**src/rtl/rfsh_pkg.sv**
```systemverilog
package rfsh_pkg;

  // Cycles between refresh reads of one group: window/rows scaled by margin.
  function automatic int unsigned refresh_interval(
      input longint unsigned window_cycles,
      input int unsigned     rows,
      input int unsigned     margin_pct);
    longint unsigned v;
    v = (window_cycles * longint'(margin_pct)) / (100 * longint'(rows));
    if (v < 2) v = 2;
    return int'(v);
  endfunction

  function automatic int unsigned bits_for(input int unsigned n);
    return (n > 1) ? $clog2(n) : 1;
  endfunction

endpackage

```
**src/rtl/rfsh_due_timer.sv**
```systemverilog
module rfsh_due_timer #(
  parameter int unsigned INTERVAL = 16
) (
  input  logic clk,
  input  logic rst,
  output logic expire
);
  localparam int unsigned CNT_W = $clog2(INTERVAL);
  localparam logic [CNT_W-1:0] LAST = CNT_W'(INTERVAL - 1);

  logic [CNT_W-1:0] cnt;

  always_ff @(posedge clk) begin
    if (rst) begin
      cnt    <= '0;
      expire <= 1'b0;
    end else begin
      expire <= (cnt == LAST);
      if (cnt == LAST) cnt <= '0;
      else             cnt <= cnt + CNT_W'(1);
    end
  end
endmodule

```
**src/rtl/rfsh_row_seq.sv**
```systemverilog
module rfsh_row_seq #(
  parameter int unsigned ROWS  = 64,
  parameter int unsigned ROW_W = 6
) (
  input  logic             clk,
  input  logic             rst,
  input  logic             advance,
  output logic [ROW_W-1:0] row
);
  localparam logic [ROW_W-1:0] TOP = ROW_W'(ROWS - 1);

  always_ff @(posedge clk) begin
    if (rst)          row <= '0;
    else if (advance) row <= (row == TOP) ? '0 : row + ROW_W'(1);
  end
endmodule

```
**src/rtl/rfsh_slot_claim.sv**
```systemverilog
module rfsh_slot_claim #(
  parameter int unsigned BACKLOG_W = 2
) (
  input  logic clk,
  input  logic rst,
  input  logic expire,
  input  logic slot_start,
  input  logic client_busy,
  output logic take,
  output logic due,
  output logic hold
);
  localparam logic [BACKLOG_W-1:0] OWE_MAX = '1;

  logic [BACKLOG_W-1:0] owed, owed_n;

  assign take = slot_start & hold & ~client_busy;

  always_comb begin
    owed_n = owed;
    if (expire && !take) begin
      if (owed != OWE_MAX) owed_n = owed + BACKLOG_W'(1);
    end else if (take && !expire) begin
      owed_n = owed - BACKLOG_W'(1);
    end
  end

  always_ff @(posedge clk) begin
    if (rst) begin
      owed <= '0;
      due  <= 1'b0;
      hold <= 1'b0;
    end else begin
      owed <= owed_n;
      due  <= (owed_n != '0);
      hold <= (owed_n != '0) && !client_busy;
    end
  end
endmodule

```
**src/rtl/rfsh_read_sched.sv**
```systemverilog
module rfsh_read_sched
  import rfsh_pkg::*;
#(
  parameter int unsigned GROUPS        = 4,
  parameter int unsigned ROWS          = 64,
  parameter int unsigned WINDOW_CYCLES = 3_200_000,
  parameter int unsigned MARGIN_PCT    = 90,
  parameter int unsigned BACKLOG_W     = 2,
  localparam int unsigned ROW_W        = bits_for(ROWS)
) (
  input  logic                    clk,
  input  logic                    rst,
  input  logic [GROUPS-1:0]       slot_start,
  input  logic [GROUPS-1:0]       client_busy,
  output logic [GROUPS-1:0]       refresh_due,
  output logic [GROUPS-1:0]       client_hold,
  output logic [GROUPS-1:0]       inj_valid,
  output logic [GROUPS*ROW_W-1:0] inj_row
);
  localparam int unsigned INTERVAL =
    refresh_interval(longint'(WINDOW_CYCLES), ROWS, MARGIN_PCT);

  for (genvar g = 0; g < GROUPS; g++) begin : g_grp
    logic             expire;
    logic             take;
    logic [ROW_W-1:0] row;

    rfsh_due_timer #(.INTERVAL(INTERVAL)) u_timer (
      .clk    (clk),
      .rst    (rst),
      .expire (expire)
    );

    rfsh_slot_claim #(.BACKLOG_W(BACKLOG_W)) u_claim (
      .clk         (clk),
      .rst         (rst),
      .expire      (expire),
      .slot_start  (slot_start[g]),
      .client_busy (client_busy[g]),
      .take        (take),
      .due         (refresh_due[g]),
      .hold        (client_hold[g])
    );

    rfsh_row_seq #(.ROWS(ROWS), .ROW_W(ROW_W)) u_rows (
      .clk     (clk),
      .rst     (rst),
      .advance (take),
      .row     (row)
    );

    always_ff @(posedge clk) begin
      if (rst) begin
        inj_valid[g]                 <= 1'b0;
        inj_row[g*ROW_W +: ROW_W]    <= '0;
      end else begin
        inj_valid[g] <= take;
        if (take) inj_row[g*ROW_W +: ROW_W] <= row;
      end
    end
  end
endmodule

```
**config.mk**
```make
export PLATFORM = sky130hd
export DESIGN_NAME = rfsh_read_sched
export DESIGN_NICKNAME = d
export VERILOG_FILES = /design/src/rtl/rfsh_pkg.sv /design/src/rtl/rfsh_due_timer.sv /design/src/rtl/rfsh_row_seq.sv /design/src/rtl/rfsh_slot_claim.sv /design/src/rtl/rfsh_read_sched.sv
export SDC_FILE = /design/constraint.sdc
export NUM_CORES = 1
export LEC_CHECK = 0
export ABC_AREA = 1
export BUFFER_PORTS_ARGS = -buffer_cell sky130_fd_sc_hd__buf_2
export CAP_MARGIN = 20
export CORE_ASPECT_RATIO = 2
export CORE_MARGIN = 5
export CORE_UTILIZATION = 50
export CTS_CLUSTER_SIZE = 24
export DETAILED_ROUTE_END_ITERATION = 7
export PLACE_DENSITY = 0.71
export SYNTH_ARGS = -nofsm -noshare
export SYNTH_HDL_FRONTEND = slang
export SYNTH_SLANG_ARGS = --single-unit
```
**constraint.sdc**
```tcl
create_clock -name clk -period 1.3 [get_ports clk]
set_input_delay 0.065 -clock clk [delete_from_list [all_inputs] [get_ports clk]]
set_output_delay 0.065 -clock clk [all_outputs]
set_load 0.005 [all_outputs]
```
==> metrics <==
status finished, violations left; failing checks setup timing; syn_area_per_cell 7.37 µm²; Residual DRC 0; filler instances 963; Worst Path Required 1.60 ns; Initial Utilization 51.0%; yosys warns 0; DIE AREA 14800 µm²; Post-DP HPWL 10200 µm; f_max 0.732 GHz; unrepaired setup endpoints after global routing true; I/O pin count 46; placed inst area 7040 µm²; top cells by area, synth dfxtp_1 (44%), nand2_1 (9.8%), inv_1 (7.2%); Yosys reg bits 136; vias in the first global route 5645; total CTS buffers 17; Vias/cell 5.14; n_diodes 0; IO Port Bufs 45; layout net count 997; core footprint 12100 µm²; CTS tree yes; routed wire length 15200 µm; share of cells above drive strength 1 32.3%; Crit path buffers/inverters 2; CP max stage cell dfxtp_1; CP delay by family, top simple AND/OR/NAND/NOR gates; die width 88.6 µm; chain of cells forming the critical path inv_1 > nand2_1 > nor3_1 > nand4_1 > nand2_2 > clkbuf_16 > nor2_1; DP Worst Slack -0.0372 ns; gpl congestion 0.838; clock root buffer master clkbuf_16; most common cell after layout, fill and taps aside nand2_1; Site Rows 57; H-tree levels 4; largest net degree at the start of global routing 18; Final Critical Period 1.37 ns; commonest cells after routing, fill and taps aside nand2_1 (139), inv_1 (110), dfxtp_1 (104); Power Density 1150 nW/µm²; final std cells w/o fill 1131; Yosys top cell area share 44.0%; gr usage total 19.8%; Cell variety after synth 29; worst vdd ir 0.938 mV; crit-path max cell delay 0.31 ns; DR iter-0 viols 216; slew at the pin closest to its max-slew limit 0.420 ns; Longest Clk Path Bufs 2; Relative slew margins 71.8%; post-synthesis cell area 6180 µm²; Reg2Reg Setup Slack -0.07 ns; Final Hold Fails 0; # clock sinks 136; area leader, netlist dfxtp_1; clk slew on worst S/H paths 0.06 ns; crit end category flip-flop; Arr. time, crit path 1.67 ns; post-synthesis sequential area ratio 44.0%; First-pass DRT Iterations 5; initial antenna violation count 0; Post-Synthesis Cells 839; Finished Cell Area 8350 µm²; dpl cells 1082; DR WL/cell 13.4 µm; Pins Over Slew Limit 0; die span in y 167 µm; max-cap viol count 0; critical-path maximum fanout 5; clk_lat worst skew 0.41 ns; DRT antenna net count 0; LEAKAGE 3.55 nW; crit start category flip-flop; Post-Syn Nets 865; final setup vio count 18; Area Overhead vs Synth 35.0%; Setup WS post-layout -0.0662 ns; final worst-path cycle share 105%; gr ovfl total 0; Setup CP Type flip-flop to flip-flop; Post-Route Skew 0.0108 ns; first-pass GRT wire length 23600 µm; Vias 5812; Worst Hold Class input port to flip-flop
path summary, 6_finish.rpt:
check	cells past startpoint	start	endpoint
hold / removal	4	rst	inj_row[3]
hold reg to reg	2	g_grp[0].u_timer.cnt[15]	g_grp[0].u_timer.cnt[15]
setup / recovery	7	g_grp[3].u_timer.cnt[14]	g_grp[3].u_timer.cnt[2]
setup reg to reg	7	g_grp[3].u_timer.cnt[14]	g_grp[3].u_timer.cnt[2]
final cells by class:
cell class / instances / area [µm²] / area share, %
multi-input cells: 557 / 3280 / 39.3
flip-flops and latches: 136 / 2780 / 33.2
clock buffers: 17 / 425 / 5.09
clock inverters: 15 / 203 / 2.43
inverters: 122 / 463 / 5.54
well taps: 147 / 184 / 2.20
repair buffers: 137 / 1020 / 12.2
cell usage after synthesis:
cell and number:
a31oi_1 1, buf_1 3, nor3_1 30, ha_1 16, nand3b_1 4, or2_2 3, nand2_1 161, a21oi_1 50
a211oi_1 2, buf_2 5, nor2_4 4, buf_6 4, xnor2_1 5, nand3_1 63, nand4_1 18, or2_0 3
nor2_1 114, xor2_1 21, nor3b_1 6, nand3_2 3, o21ai_0 32, buf_4 12, dfxtp_1 136, nor2_2 6
inv_1 118, nor3_4 2, inv_2 4, nand2_2 7, nor3_2 6
where the power goes:
group | total, mW | leakage [nW] | switching, mW | internal (mW)
sequential | 4.24 | 1.11 | 0.0382 | 4.20
combinational | 0.328 | 2.14 | 0.177 | 0.151
clock | 5.07 | 0.291 | 1.85 | 3.21
per-stage QoR:
stage / setup TNS [ns] / power, mW / hold slack, ns / utilization [%]
2_1_floorplan: 0 / 4.44 / 0.134 / -
3_5_place_dp: -0.455 / 4.56 / 0.260 / 58.0
6_report: -0.562 / 9.63 / 0.0195 / 68.9
4_1_cts: -0.00161 / 9.66 / 0.00795 / 64.3
5_1_grt: -2.55 / 9.95 / 0.0534 / 68.9
3_3_place_gp: -0.0448 / 4.55 / 0.255 / 58.0
sequential cells by signal, indices dropped and copies added, names as in the netlist:
register / cells
g_grp.u_rows.row: 24
g_grp.u_timer.expire: 4
g_grp.u_claim.due: 4
inj_row: 24
inj_valid: 4
g_grp.u_claim.hold: 4
g_grp.u_claim.owed: 8
g_grp.u_timer.cnt: 64
worst min-delay path: cells and delay by family:
family                 cells  cell delay (ns)
buffers and inverters      2             0.18
AOI/OAI and AO/OA          2             0.13
layer usage:
metal / wire (µm) / GRT usage [%] / vias to the layer above
met1: 5340 / 17.8 / 2748
met4: 364 / 8.68 / 0
met2: 9110 / 39.2 / 109
met3: 385 / 4.47 / 32
met5: 0 / 0 / -
li1: - / - / 2923
kinds of logic after synthesis:
family          Yosys count  share of synthesized area, %
xor+xnor                 26                          3.68
compound gates           85                          6.98
fa+ha+maj                16                          3.24
flops                   136                          44.0
simple gates            430                          31.9
buf+inv                 146                          10.2
repair_timing:
action                                  4_1_cts  5_1_grt
endpoints found under the setup margin       64       91
gates cloned                                  0        2
buffers inserted                              0       11
pin swaps                                     9       45
hold buffers                                  4        0
endpoints found under the hold margin         4        0
gates resized for setup                      26      136
Note: power is estimated with default switching activity, not from simulation.
